File: src/rtl/evt_timer_pkg.sv
package evt_timer_pkg;

  typedef enum logic [1:0] {
    TC_IDLE  = 2'd0,
    TC_TIMER = 2'd1,
    TC_COUNT = 2'd2
  } tc_mode_e;

  // Increment with carry out: {carry, sum}
  function automatic logic [8:0] tc_bump(input logic [7:0] v);
    return {1'b0, v} + 9'd1;
  endfunction

  // Prescaler terminal test
  function automatic logic pre_last(input logic [7:0] v, input int unsigned div);
    return (32'(v) == div - 1);
  endfunction

endpackage

File: src/rtl/evt_sync.sv
module evt_sync #(
  parameter int STAGES = 2
) (
  input  logic clk,
  input  logic rst_n,
  input  logic pin,
  output logic fall
);
  logic [STAGES-1:0] chain;
  logic              prev;

  generate
    for (genvar i = 0; i < STAGES; i++) begin : g_stage
      if (i == 0) begin : g_first
        always_ff @(posedge clk or negedge rst_n)
          if (!rst_n) chain[0] <= 1'b1;
          else        chain[0] <= pin;
      end else begin : g_rest
        always_ff @(posedge clk or negedge rst_n)
          if (!rst_n) chain[i] <= 1'b1;
          else        chain[i] <= chain[i-1];
      end
    end
  endgenerate

  always_ff @(posedge clk or negedge rst_n)
    if (!rst_n) prev <= 1'b1;
    else        prev <= chain[STAGES-1];

  assign fall = prev & ~chain[STAGES-1];
endmodule

File: src/rtl/tc_prescaler.sv
module tc_prescaler
  import evt_timer_pkg::*;
#(
  parameter int DIV = 32
) (
  input  logic clk,
  input  logic rst_n,
  input  logic clear,
  input  logic run,
  input  logic tick,
  output logic done
);
  localparam int PW = (DIV > 1) ? $clog2(DIV) : 1;
  logic [PW-1:0] phase;
  logic          last;

  assign last = pre_last(8'(phase), DIV);
  assign done = run & tick & last;

  always_ff @(posedge clk or negedge rst_n)
    if (!rst_n)          phase <= '0;
    else if (clear)      phase <= '0;
    else if (run & tick) phase <= last ? '0 : phase + 1'b1;
endmodule

File: src/rtl/tc_core.sv
module tc_core
  import evt_timer_pkg::*;
(
  input  logic       clk,
  input  logic       rst_n,
  input  logic       go_tmr,
  input  logic       go_cnt,
  input  logic       halt,
  input  logic       pre_done,
  input  logic       evt_fall,
  input  logic       ld_en,
  input  logic [7:0] ld_data,
  input  logic       flag_test,
  input  logic       irq_en,
  input  logic       irq_ack,
  output tc_mode_e   mode,
  output logic       inc,
  output logic       ovf,
  output logic [7:0] count,
  output logic       flag,
  output logic       irq
);
  logic [8:0] nxt;

  assign nxt = tc_bump(count);
  assign inc = ((mode == TC_TIMER) & pre_done) | ((mode == TC_COUNT) & evt_fall);
  assign ovf = inc & nxt[8] & ~ld_en;

  always_ff @(posedge clk or negedge rst_n)
    if (!rst_n)      mode <= TC_IDLE;
    else if (halt)   mode <= TC_IDLE;
    else if (go_tmr) mode <= TC_TIMER;
    else if (go_cnt) mode <= TC_COUNT;

  always_ff @(posedge clk or negedge rst_n)
    if (!rst_n)     count <= '0;
    else if (ld_en) count <= ld_data;
    else if (inc)   count <= nxt[7:0];

  always_ff @(posedge clk or negedge rst_n)
    if (!rst_n)         flag <= 1'b0;
    else if (ovf)       flag <= 1'b1;
    else if (flag_test) flag <= 1'b0;

  always_ff @(posedge clk or negedge rst_n)
    if (!rst_n)             irq <= 1'b0;
    else if (ovf & irq_en)  irq <= 1'b1;
    else if (irq_ack)       irq <= 1'b0;
endmodule

File: src/rtl/evt_timer.sv
module evt_timer
  import evt_timer_pkg::*;
#(
  parameter int PRE_DIV     = 32,
  parameter int SYNC_STAGES = 2
) (
  input  logic       clk,
  input  logic       rst_n,
  input  logic       cyc_tick,
  input  logic       evt_pin,
  input  logic       cmd_start_tmr,
  input  logic       cmd_start_cnt,
  input  logic       cmd_stop,
  input  logic       ld_en,
  input  logic [7:0] ld_data,
  input  logic       flag_test,
  input  logic       irq_en,
  input  logic       irq_ack,
  output logic [7:0] count,
  output logic       tmr_flag,
  output logic       irq_req
);
  tc_mode_e mode_w;
  logic     pre_done_w, evt_fall_w, inc_w, ovf_w, tmr_run_w, pre_clr_w;

  assign tmr_run_w = (mode_w == TC_TIMER);
  assign pre_clr_w = cmd_start_tmr & ~cmd_stop;

  evt_sync #(.STAGES(SYNC_STAGES)) u_sync (
    .clk(clk), .rst_n(rst_n), .pin(evt_pin), .fall(evt_fall_w)
  );

  tc_prescaler #(.DIV(PRE_DIV)) u_pre (
    .clk(clk), .rst_n(rst_n), .clear(pre_clr_w), .run(tmr_run_w),
    .tick(cyc_tick), .done(pre_done_w)
  );

  tc_core u_core (
    .clk(clk), .rst_n(rst_n), .go_tmr(cmd_start_tmr), .go_cnt(cmd_start_cnt),
    .halt(cmd_stop), .pre_done(pre_done_w), .evt_fall(evt_fall_w),
    .ld_en(ld_en), .ld_data(ld_data), .flag_test(flag_test),
    .irq_en(irq_en), .irq_ack(irq_ack), .mode(mode_w), .inc(inc_w),
    .ovf(ovf_w), .count(count), .flag(tmr_flag), .irq(irq_req)
  );
endmodule

File: config.mk
export PLATFORM = sky130hd
export DESIGN_NAME = evt_timer
export DESIGN_NICKNAME = d
export VERILOG_FILES = /design/src/rtl/evt_timer_pkg.sv /design/src/rtl/evt_sync.sv /design/src/rtl/tc_prescaler.sv /design/src/rtl/tc_core.sv /design/src/rtl/evt_timer.sv
export SDC_FILE = /design/constraint.sdc
export NUM_CORES = 1
export LEC_CHECK = 0
export BUFFER_PORTS_ARGS = -buffer_cell sky130_fd_sc_hd__buf_2
export CAP_MARGIN = 20
export CORE_MARGIN = 2
export CORE_UTILIZATION = 53
export DETAILED_ROUTE_END_ITERATION = 7
export PLACE_DENSITY = 0.81
export SLEW_MARGIN = 0
export SYNTH_ARGS = -nofsm -noshare
export SYNTH_HDL_FRONTEND = slang
export SYNTH_SLANG_ARGS = --single-unit
File: constraint.sdc
create_clock -name clk -period 4.35 [get_ports clk]
set_clock_uncertainty 0.05 [all_clocks]
set_input_delay 0.2175 -clock clk [delete_from_list [all_inputs] [get_ports clk]]
set_output_delay 0.2175 -clock clk [all_outputs]
set_load 0.02 [all_outputs]
==> summary.txt <==
Outcome
  • Status: finished clean

Worst setup path
  • Crit Path Category: flop to flop
  • Crit path max fanout: 7
  • CP startpoint kind: flop
  • Worst path slowest cell: dfrtp_1
  • Worst path max stage delay: 0.43 ns
  • Crit path cell chain: ha_1 -> and3_1 -> ha_1 -> and4b_1 -> o211ai_1 -> xor2_1 -> o21ai_0
  • WP data required: between 4 and 5 ns
  • CP most frequent cell: ha_1
  • CP Capture Type: flop
  • Worst EP arrival: approximately 2.3 ns

Power
  • Pwr/cell area: 350.7 nW/um^2
  • Total net switching power: around 0.00011 W
  • Worst VDD drop: between 0.0002 and 0.00025 V
  • Clock share of power: 35.0%
  • Logic pwr share: 14.7%
  • Switching Share: about 25%
  • LEAKAGE: roughly 0.6 nW
  • Seq pwr share: 50.4%
  • P_int: about 0.00032 W

Flow run
  • Max-cap violations: 0

Detailed routing
  • DR pass1 iterations: 4
  • WL per Instance: between 10 and 15 microns
  • Via count: 762
  • Wirelength, routed: about 1900 microns
  • Vias per cell: 5.219
  • DRC: 0
  • Initial drt markers: 7
  • DRT antenna net count: 0

GRT
  • Global-route usage over all layers: between 10% and 20%
  • Pin count of the biggest net entering global routing: 21
  • Vias in the first global route: roughly 710
  • First-pass GRT wire length: a little under 3000 microns
  • GR Overflow Total: 0
  • Antenna violations before repair: 0

Yosys
  • Sequential fraction of the synthesis area: about half
  • Seq cells post-synth: 20
  • EDFF count, synth: 0
  • Synth unique cells: 32
  • Gate count of the mapped netlist: 89
  • Syn Std Cell Area: between 900 and 1000 sq um
  • Post-Syn Nets: around 110
  • Post-synth top flop: dfrtp_1
  • Ys Warns: 0
  • Async SR Flop Fraction: 100.0%
  • Avg Inst Size Synth: between 10 and 15 sq um

CTS
  • Clk sink count: 20
  • Clk buf depth: 2
  • Clock root buffer: clkbuf_4
  • Clock Latency Late Sink: about 0.3 ns
  • Worst-path clk slew: 0.11 ns
  • Htree depth: 1
  • CTS tree: built
  • CTS Buf Count: 3

Finish
  • Synth-to-Final Area Change: 23.11%
  • Fin nets: between 100 and 150
  • Commonest non-fill, non-tap cells in the layout: buf_2 (28), dfrtp_1 (17), nand2_1 (6), nor2_1 (6), o21ai_0 (6)
  • Filler instances: 150
  • Share of cells above drive strength 1: 34.71%
  • # diodes: 0
  • Utilization after layout: between 60% and 70%
  • Most common cell after layout, fill and taps aside: buf_2
  • Area of the multi-input gates: between 400 and 500 sq um
  • Register area: just over 500 sq um

Timing
  • Setup TNS: 0 ns
  • RSZ-0062 raised after global routing: no
  • Endpoints failing hold: 0
  • Minimum clock period: about 2.1 ns
  • Tightest Pin Transition: approximately 0.42 ns
  • Final setup violation count: 0
  • Part of the cycle the worst path needs: around half
  • Pins Over Slew Limit: 0
  • F_max: around 0.47 GHz
  • Worst relative slew slack: 72.15%

Die
  • Boundary pin count: 29
  • Die width: around 47 microns
  • Die H: 47.24 microns
  • Core ar.: roughly 1700 sq um
  • Initial Util: a little under three fifths
  • # rows: 15
  • Die area: 2232 sq um

Placement
  • Post-detail-place hpwl: 1475 microns
  • I/O Buffers: 28
  • RePlAce Congestion: between 0.7 and 0.8

Hold path
  • Min-delay worst type: input port to flop
-- stage by stage --
stage                     area, sq um  hold slack (ns)  std cells   power, W  worst slack [ns]
final                            1220          0.03195        146  0.0004278             2.208
after global routing             1220          0.01676        146  0.0004511             2.028
after CTS                        1220          0.02977        146  0.0004309             2.205
after detailed placement         1147           0.1288        140  0.0002807             2.221
after floorplan                 991.0          -0.1281         89  0.0002528             2.362
after global placement           1147           0.1275        140  0.0002771             2.336
-- cell type report --
| cell class | count | share of cell area [%] |
|---|---|---|
| clock buffer | 3 | 1.846 |
| clock inverter | 1 | 2.462 |
| inverter | 4 | 1.231 |
| multi-input combinational | 63 | 37.44 |
| sequential | 20 | 41.33 |
| tap | 25 | 2.564 |
| timing repair buffer | 30 | 13.13 |
-- logic make-up (layout without fill, tap and decap cells) --
family          Yosys count  after routing  synth area share [%]
buf+inv                   6             38                 3.029
fa+ha+maj                 3              3                 3.788
simple gates             28             28                 15.91
compound gates           19             19                 13.76
xor+xnor                  7              7                 6.187
mux                       6              6                 6.439
flops                    20             20                 50.88
-- worst paths after layout --
path / from / to / slack, ns / cells past startpoint
setup / recovery: u_pre.phase[0]$_DFFE_PN0P_ / u_core.count[6]$_DFFE_PN0P_ / 2.21 / 7
hold / removal: cmd_start_tmr / u_core.mode[1]$_DFFE_PN0P_ / 0.03 / 2
setup reg to reg: u_pre.phase[0]$_DFFE_PN0P_ / u_core.count[6]$_DFFE_PN0P_ / 2.21 / 7
hold reg to reg: u_sync.chain[0]$_DFF_PN1_ / u_sync.chain[1]$_DFF_PN1_ / 0.31 / 0
max in group asynchronous: rst_n / u_sync.prev$_DFF_PN1_ / 3.61 / 2
min in group asynchronous: rst_n / u_pre.phase[2]$_DFFE_PN0P_ / 0.31 / 2
-- synthesized netlist by cell type (2+ instances only) --
cell type	n	area, sq um
nand2_1	6	22.52
xnor2_1	3	26.28
xor2_1	4	35.03
nor2_1	6	22.52
o211ai_2	2	25.02
dfrtp_1	17	425.4
nor3_1	3	15.01
mux2i_1	3	30.03
and3_1	2	12.51
nand3b_1	3	22.52
inv_1	4	15.01
nor2b_1	2	12.51
a21oi_1	4	20.02
mux2_2	3	33.78
ha_1	3	37.54
o21ai_0	6	30.03
dfstp_2	3	78.83
-- critical path, delay by kind of cell, from the launching register on --
family                   cells  cell delay [ns]
AND/OR/NAND/NOR              2             0.50
adder cells (fa/ha/maj)      2             0.45
AO/OA/AOI/OAI                2             0.44
flip-flops                   1             0.43
XOR/XNOR                     1             0.17
-- sequential cells by signal, summed over array words and instances (netlist names) --
signal,count
u_core.count,8
u_pre.phase,5
u_core.mode,2
u_sync.chain,2
u_core.flag,1
u_core.irq,1
u_sync.prev,1
-- power by group through the flow --
stage / registers (W) / clock network, W / logic, W
3_3_place_gp: 0.000218 / 0 / 0.0000592
3_5_place_dp: 0.000219 / 0 / 0.0000617
4_1_cts: 0.000215 / 0.000152 / 0.0000635
5_1_grt: 0.000218 / 0.000163 / 0.0000701
6_report: 0.000215 / 0.000150 / 0.0000628
2_1_floorplan: 0.000225 / 0 / 0.0000277
-- routing by layer --
| layer | track usage, % | share of wire, % | vias to the layer above |
|---|---|---|---|
| met2 | 33.78 | 51 | 21 |
| met1 | 21.74 | 43 | 356 |
| met5 | 0 | 0 | - |
| met4 | 8.333 | 1.5 | 0 |
| li1 | - | - | 381 |
| met3 | 3.846 | 4.7 | 4 |
-- what timing repair did --
item                                   4_1_cts  5_1_grt
endpoints found under the hold margin       18        0
resized for setup                            0        0
buffers inserted                             0        0
hold buffers                                 2        0
Note: power is estimated with default switching activity, not from simulation.
